`src/rtl/mac_fir_pkg.sv`:
```
package mac_fir_pkg;
  function automatic int idx_width(input int n);
    return (n > 1) ? $clog2(n) : 1;
  endfunction

  function automatic int acc_width(input int dw, input int cw, input int n);
    return dw + cw + $clog2(n);
  endfunction
endpackage

```
`src/rtl/mac_fir_delay.sv`:
```
module mac_fir_delay #(
  parameter int DATA_W   = 16,
  parameter int NUM_TAPS = 8,
  parameter int IDX_W    = 3
) (
  input  logic                     clk_i,
  input  logic                     rst_ni,
  input  logic                     shift_i,
  input  logic signed [DATA_W-1:0] din_i,
  input  logic        [IDX_W-1:0]  sel_i,
  output logic signed [DATA_W-1:0] dout_o
);
  logic signed [DATA_W-1:0] hist_q [NUM_TAPS];

  always_ff @(posedge clk_i or negedge rst_ni) begin
    if (!rst_ni)      hist_q[0] <= '0;
    else if (shift_i) hist_q[0] <= din_i;
  end

  for (genvar g = 1; g < NUM_TAPS; g++) begin : g_stage
    always_ff @(posedge clk_i or negedge rst_ni) begin
      if (!rst_ni)      hist_q[g] <= '0;
      else if (shift_i) hist_q[g] <= hist_q[g-1];
    end
  end

  // sample mux feeding the shared multiplier
  always_comb begin
    dout_o = hist_q[0];
    for (int i = 0; i < NUM_TAPS; i++)
      if (sel_i == IDX_W'(i)) dout_o = hist_q[i];
  end
endmodule

```
`src/rtl/mac_fir_seq.sv`:
```
module mac_fir_seq #(
  parameter int NUM_TAPS = 8,
  parameter int IDX_W    = 3
) (
  input  logic             clk_i,
  input  logic             rst_ni,
  input  logic             clr_i,
  input  logic             in_valid_i,
  output logic             accept_o,
  output logic             busy_o,
  output logic             last_o,
  output logic [IDX_W-1:0] cnt_o
);
  localparam logic [IDX_W-1:0] LastIdx = IDX_W'(NUM_TAPS - 1);

  logic             busy_q;
  logic [IDX_W-1:0] cnt_q;

  assign accept_o = in_valid_i && !busy_q && !clr_i;
  assign last_o   = busy_q && (cnt_q == LastIdx);
  assign busy_o   = busy_q;
  assign cnt_o    = cnt_q;

  always_ff @(posedge clk_i or negedge rst_ni) begin
    if (!rst_ni) begin
      busy_q <= 1'b0;
      cnt_q  <= '0;
    end else if (clr_i) begin
      busy_q <= 1'b0;
      cnt_q  <= '0;
    end else if (accept_o) begin
      busy_q <= 1'b1;
      cnt_q  <= '0;
    end else if (last_o) begin
      busy_q <= 1'b0;
      cnt_q  <= '0;
    end else if (busy_q) begin
      cnt_q  <= cnt_q + 1'b1;
    end
  end

  AST_START_SWEEP: assert property (@(posedge clk_i) disable iff (!rst_ni)
    accept_o |=> busy_q && cnt_q == '0);
  AST_CNT_RANGE: assert property (@(posedge clk_i) disable iff (!rst_ni)
    cnt_q <= LastIdx);
  AST_IDLE_CNT: assert property (@(posedge clk_i) disable iff (!rst_ni)
    !busy_q |-> cnt_q == '0);
endmodule

```
`src/rtl/mac_fir_mac.sv`:
```
module mac_fir_mac #(
  parameter int DATA_W   = 16,
  parameter int COEF_W   = 16,
  parameter int NUM_TAPS = 8,
  parameter int IDX_W    = 3,
  parameter int ACC_W    = 35,
  parameter logic [NUM_TAPS*COEF_W-1:0] COEFS = '0
) (
  input  logic                     clk_i,
  input  logic                     rst_ni,
  input  logic                     clr_i,
  input  logic                     en_i,
  input  logic                     last_i,
  input  logic        [IDX_W-1:0]  sel_i,
  input  logic signed [DATA_W-1:0] sample_i,
  output logic signed [ACC_W-1:0]  out_o,
  output logic                     out_valid_o
);
  localparam int PROD_W = DATA_W + COEF_W;

  logic signed [COEF_W-1:0] coef;
  logic signed [PROD_W-1:0] prod;
  logic signed [ACC_W-1:0]  prod_ext, sum, acc_q, out_q;
  logic                     vld_q;

  // coefficient mux, same index as the sample mux
  always_comb begin
    coef = COEFS[COEF_W-1:0];
    for (int i = 0; i < NUM_TAPS; i++)
      if (sel_i == IDX_W'(i)) coef = COEFS[i*COEF_W +: COEF_W];
  end

  assign prod     = PROD_W'(sample_i) * PROD_W'(coef);
  assign prod_ext = ACC_W'(prod);
  assign sum      = acc_q + prod_ext;

  always_ff @(posedge clk_i or negedge rst_ni) begin
    if (!rst_ni) begin
      acc_q <= '0;
      out_q <= '0;
      vld_q <= 1'b0;
    end else if (clr_i) begin
      acc_q <= '0;
      out_q <= '0;
      vld_q <= 1'b0;
    end else begin
      vld_q <= en_i && last_i;
      if (en_i) acc_q <= last_i ? '0 : sum;
      if (en_i && last_i) out_q <= sum;
    end
  end

  assign out_o       = out_q;
  assign out_valid_o = vld_q;

  logic signed [ACC_W:0] wide_sum;
  assign wide_sum = {acc_q[ACC_W-1], acc_q} + {prod_ext[ACC_W-1], prod_ext};

  AST_NO_OVERFLOW: assert property (@(posedge clk_i) disable iff (!rst_ni)
    en_i |-> wide_sum[ACC_W] == wide_sum[ACC_W-1]);
  AST_ACC_IDLE_ZERO: assert property (@(posedge clk_i) disable iff (!rst_ni)
    !en_i |-> acc_q == '0);
endmodule

```
`src/rtl/mac_fir.sv`:
```
module mac_fir
  import mac_fir_pkg::*;
#(
  parameter int DATA_W   = 16,
  parameter int COEF_W   = 16,
  parameter int NUM_TAPS = 8,
  parameter logic [NUM_TAPS*COEF_W-1:0] COEFS = {
    16'sd7, -16'sd300, 16'sd1200, 16'sd9000,
    16'sd9000, 16'sd1200, -16'sd300, 16'sd7}
) (
  input  logic                                               clk_i,
  input  logic                                               rst_ni,
  input  logic                                               clr_i,
  input  logic                                               in_valid_i,
  input  logic signed [DATA_W-1:0]                           in_data_i,
  output logic                                               out_valid_o,
  output logic signed [DATA_W+COEF_W+$clog2(NUM_TAPS)-1:0]   out_data_o,
  output logic                                               busy_o
);
  localparam int IDX_W = idx_width(NUM_TAPS);
  localparam int ACC_W = acc_width(DATA_W, COEF_W, NUM_TAPS);

  logic                     accept, last;
  logic [IDX_W-1:0]         cnt;
  logic signed [DATA_W-1:0] sample;

  mac_fir_seq #(.NUM_TAPS(NUM_TAPS), .IDX_W(IDX_W)) u_seq (
    .clk_i(clk_i), .rst_ni(rst_ni), .clr_i(clr_i), .in_valid_i(in_valid_i),
    .accept_o(accept), .busy_o(busy_o), .last_o(last), .cnt_o(cnt));

  mac_fir_delay #(.DATA_W(DATA_W), .NUM_TAPS(NUM_TAPS), .IDX_W(IDX_W)) u_delay (
    .clk_i(clk_i), .rst_ni(rst_ni), .shift_i(accept), .din_i(in_data_i),
    .sel_i(cnt), .dout_o(sample));

  mac_fir_mac #(.DATA_W(DATA_W), .COEF_W(COEF_W), .NUM_TAPS(NUM_TAPS),
                .IDX_W(IDX_W), .ACC_W(ACC_W), .COEFS(COEFS)) u_mac (
    .clk_i(clk_i), .rst_ni(rst_ni), .clr_i(clr_i), .en_i(busy_o),
    .last_i(last), .sel_i(cnt), .sample_i(sample),
    .out_o(out_data_o), .out_valid_o(out_valid_o));

  AST_VALID_PULSE: assert property (@(posedge clk_i) disable iff (!rst_ni)
    out_valid_o |=> !out_valid_o);
  AST_VALID_IDLE: assert property (@(posedge clk_i) disable iff (!rst_ni)
    out_valid_o |-> !busy_o);
  AST_CLEAR_ZERO: assert property (@(posedge clk_i) disable iff (!rst_ni)
    clr_i |=> !out_valid_o && !busy_o && out_data_o == '0);
  AST_OUT_HOLD: assert property (@(posedge clk_i) disable iff (!rst_ni)
    !clr_i && !last |=> $stable(out_data_o));
endmodule

```
`config.mk`:
```
export PLATFORM = sky130hd
export DESIGN_NAME = mac_fir
export DESIGN_NICKNAME = d
export VERILOG_FILES = /design/src/rtl/mac_fir_pkg.sv /design/src/rtl/mac_fir_delay.sv /design/src/rtl/mac_fir_seq.sv /design/src/rtl/mac_fir_mac.sv /design/src/rtl/mac_fir.sv
export SDC_FILE = /design/constraint.sdc
export NUM_CORES = 1
export LEC_CHECK = 0
export BUFFER_PORTS_ARGS = -buffer_cell sky130_fd_sc_hd__buf_2
export CORE_MARGIN = 4
export CORE_UTILIZATION = 45
export DETAILED_ROUTE_END_ITERATION = 16
export SETUP_SLACK_MARGIN = 0.4
export SLEW_MARGIN = 30
export SYNTH_ARGS = -nofsm -noshare
export SYNTH_HDL_FRONTEND = slang
export SYNTH_HIERARCHICAL = 1
export SYNTH_SLANG_ARGS = --single-unit
```
`constraint.sdc`:
```
create_clock -name clk_i -period 9.34 [get_ports clk_i]
set_input_delay 0.467 -clock clk_i [delete_from_list [all_inputs] [get_ports clk_i]]
set_output_delay 0.467 -clock clk_i [all_outputs]
set_load 0.03 [all_outputs]
```
==> impl_metrics.py <==
metrics = {
    "route": {
        "routed-wl-met3_um": 1930,
        "drc_errors": 0,
        "drt_iter0_drc": 660,
        "vias": 12600,
        "wl_per_cell_um": 18.4,
        "postRouteAntennaNets": 0,
        "routed.top_layer": "met5",
        "wl_met2_um": 20200,
        "drt_pass1_iterations": 5,
        "wirelength_um": 44300,
        "via_per_inst": 5.21,
        "wl_met1_um": 21300,
    },
    "timing": {
        "relSlewSlack_pct": 44.6,
        "worst_pin_slew_ns": 0.826,
        "tns_ns": 0,
        "min_period_ns": 8.54,
        "max_freq_ghz": 0.117,
        "clock_skew_ns": 0.00905,
        "drv_slew": 0,
        "finalWorstSetupSlack_ns": 0.800,
        "hold_viol_final": 0,
        "fin_crit_sh_pct": 91.4,
        "grt_setup_unrepaired": "false",
        "setup_viol": 0,
    },
    "floorplan": {
        "num_rows": 76,
        "core_area_um2": 43200,
        "die-width_um": 217,
        "initial_core_util_pct": 45.5,
        "die_area_um2": 47100,
        "die_h_um": 217,
        "ioPinCount": 57,
    },
    "layout": {
        "diodes": 0,
        "layout-drive-gt1-share_pct": 16.7,
        "area_growth_pct": 8.58,
        "final_nets": 2248,
        "layout_commonest_cell": "inv_1",
        "fillers": 3958,
        "layout_common_cells": "350 x inv_1, 288 x fa_1, 201 x dfrtp_1",
    },
    "logic_synthesis": {
        "syn-num-nets": 2209,
        "synth_top_cell_by_area": "fa_1",
        "synth-seq-cells": 203,
        "yosysSeqAreaShare_pct": 25.8,
        "yosys_warnings": 6,
        "syn_avg_cell_area_um2": 11.1,
        "yosysTopAreaCellShare_pct": 29.4,
        "synth_cells": 1770,
        "synth_edf_count": 0,
        "synth_cell_types": 70,
        "async_reset_ff_share_pct": 100,
        "netlist_area_um2": 19700,
        "ys.flop_type": "dfrtp_1",
        "yosys-top-cells-area": "fa_1 29%, dfrtp_1 26%, ha_1 8.3%",
    },
    "clock_network": {
        "h-tree-depth": 1,
        "clockRootBuffer": "clkbuf_16",
        "cts_tree": "done",
        "clock-sinks": 203,
        "post_cts_buffers": 0,
        "cts_buffers": 24,
        "path_clk_slew_ns": 0.06,
        "clk_path_buf_depth": 3,
        "clk_latency_ns": 0.54,
    },
    "status": {
        "outcome": "finished clean",
    },
    "run": {
        "maxCapViolCount": 0,
    },
    "setup_path": {
        "cp-end-kind": "flip-flop",
        "cp.arrival_ns": 8.96,
        "r2r.worst_path.cells": 23,
        "r2r_slack_ns": 0.80,
        "startpoint_type": "flip-flop",
        "worst_r2r_endpoint": "u_mac/out_o[33]",
        "reg2reg_from": "u_seq/cnt_o[2]",
        "crit_path_start": "u_seq/cnt_o[2]",
        "crit_required_ns": 9.76,
        "critPathMaxFanout": 32,
        "critical_path_class": "flip-flop to flip-flop",
    },
    "worst_hold_path": {
        "hold_end": "u_delay/hist_q[123]",
        "holdPathStages": 2,
        "hp-class": "input pin to flip-flop",
        "hp-start": "in_data_i[11]",
    },
    "global_route": {
        "antenna_found_initial": 2,
        "grt_usage_pct": 19.7,
        "grt_pass1_wl_um": 75200,
        "grt_pass1_vias": 14000,
        "grt-ovfl-total": 0,
        "grt_max_degree": 77,
    },
    "place": {
        "preCtsSetupSlack_ns": 0.762,
        "hpwl_um": 35500,
        "place.gp.congestion": 0.900,
        "port_buffers": 56,
    },
}
final cells by class:
cell class	count	area, um^2	area share, %
Clock inverter	8	130	0.610
Tap cell	585	732	3.43
Sequential cell	203	5080	23.8
Inverter	351	1320	6.17
Timing Repair Buffer	89	558	2.61
Clock buffer	32	651	3.05
Multi-Input combinational cell	1140	12900	60.3
state kept, by name, summed over array words and instances, names as in the netlist:
register           flops
u_mac/acc_q           35
u_seq/busy_o           1
u_mac/out_o           35
u_seq/cnt_o            3
u_delay/hist_q       128
u_mac/out_valid_o      1
worst max-delay path, stage by stage, from the launching register on:
cell      delay (ns)
dfrtp_2         0.76
buf_4           0.41
mux2_4          0.21
a32oi_1         0.04
a32oi_1         0.64
nand2_1         0.32
inv_1           0.21
fa_2            0.52
fa_1            0.88
fa_1            0.53
fa_1            0.51
fa_1            0.49
inv_1           0.05
fa_1            0.48
inv_1           0.05
ha_1            0.40
o211ai_1        0.16
or4b_4          0.55
nor3_2          0.22
o21ai_1         0.12
and3_4          0.17
o41ai_2         0.32
xor2_1          0.14
a22o_1          0.21
metrics by stage:
step / utilization, % / instance area, um^2 / cells / hold WS [ns]
after floorplan: - / 19700 / 1770 / 0.171
after global placement: 47.5 / 20500 / 2363 / 0.463
after detailed placement: 47.6 / 20500 / 2367 / 0.465
after CTS: 49.4 / 21300 / 2408 / 0.130
after global routing: 49.4 / 21300 / 2408 / 0.142
final: 49.4 / 21300 / 2408 / 0.158
synthesized netlist by cell type (all sizes together) (5+ instances only):
cell type,count
inv,350
fa,289
dfrtp,203
mux2,154
ha,130
nand2,103
a22o,59
nor2,44
o21ai,44
and2,43
clkbuf,42
buf,34
a21oi,32
xnor2,29
a32oi,22
nor2b,17
o21bai,17
xor2,17
nor3,16
a21o,14
mux2i,11
o221ai,10
a22oi,6
nand2b,6
nand3,6
o211ai,5
o22ai,5
or2,5
or3b,5
cells by family after synthesis:
kind of cell               after synthesis  share of synthesized area, %
muxes                                  165                          9.65
xor gates and xnor gates                46                          2.05
buffers and inverters                  427                          8.81
and+or+nand+nor                        263                          6.68
AOI/OAI and AO/OA                      247                          9.27
adders and majority gates              419                          37.7
DFF                                    203                          25.8
worst max-delay path by stage:
stage,slack [ns],cells after the start,end
final,0.80,23,u_mac/out_o[33]
after global routing,0.43,23,u_mac/acc_q[33]
after CTS,0.72,24,u_mac/acc_q[33]
after detailed placement,0.76,24,u_mac/out_o[33]
after global placement,0.82,26,u_mac/out_o[34]
after floorplan,1.68,24,u_mac/acc_q[33]
metal layers:
| metal | vias to the layer above | GRT usage [%] |
|---|---|---|
| met5 | - | 0 |
| met4 | 2 | 3.73 |
| met3 | 67 | 3.23 |
| met2 | 245 | 30.7 |
| met1 | 6420 | 29.4 |
| li1 | 5817 | - |
timing repair:
item,CTS,global route
hold buffers,1,0
endpoints found under the setup margin,0,2
gates resized for setup,0,1
endpoints found under the hold margin,66,0
Power is not shown: default switching activity piles up to over one toggle a cycle in this logic, so the estimate is an artifact.
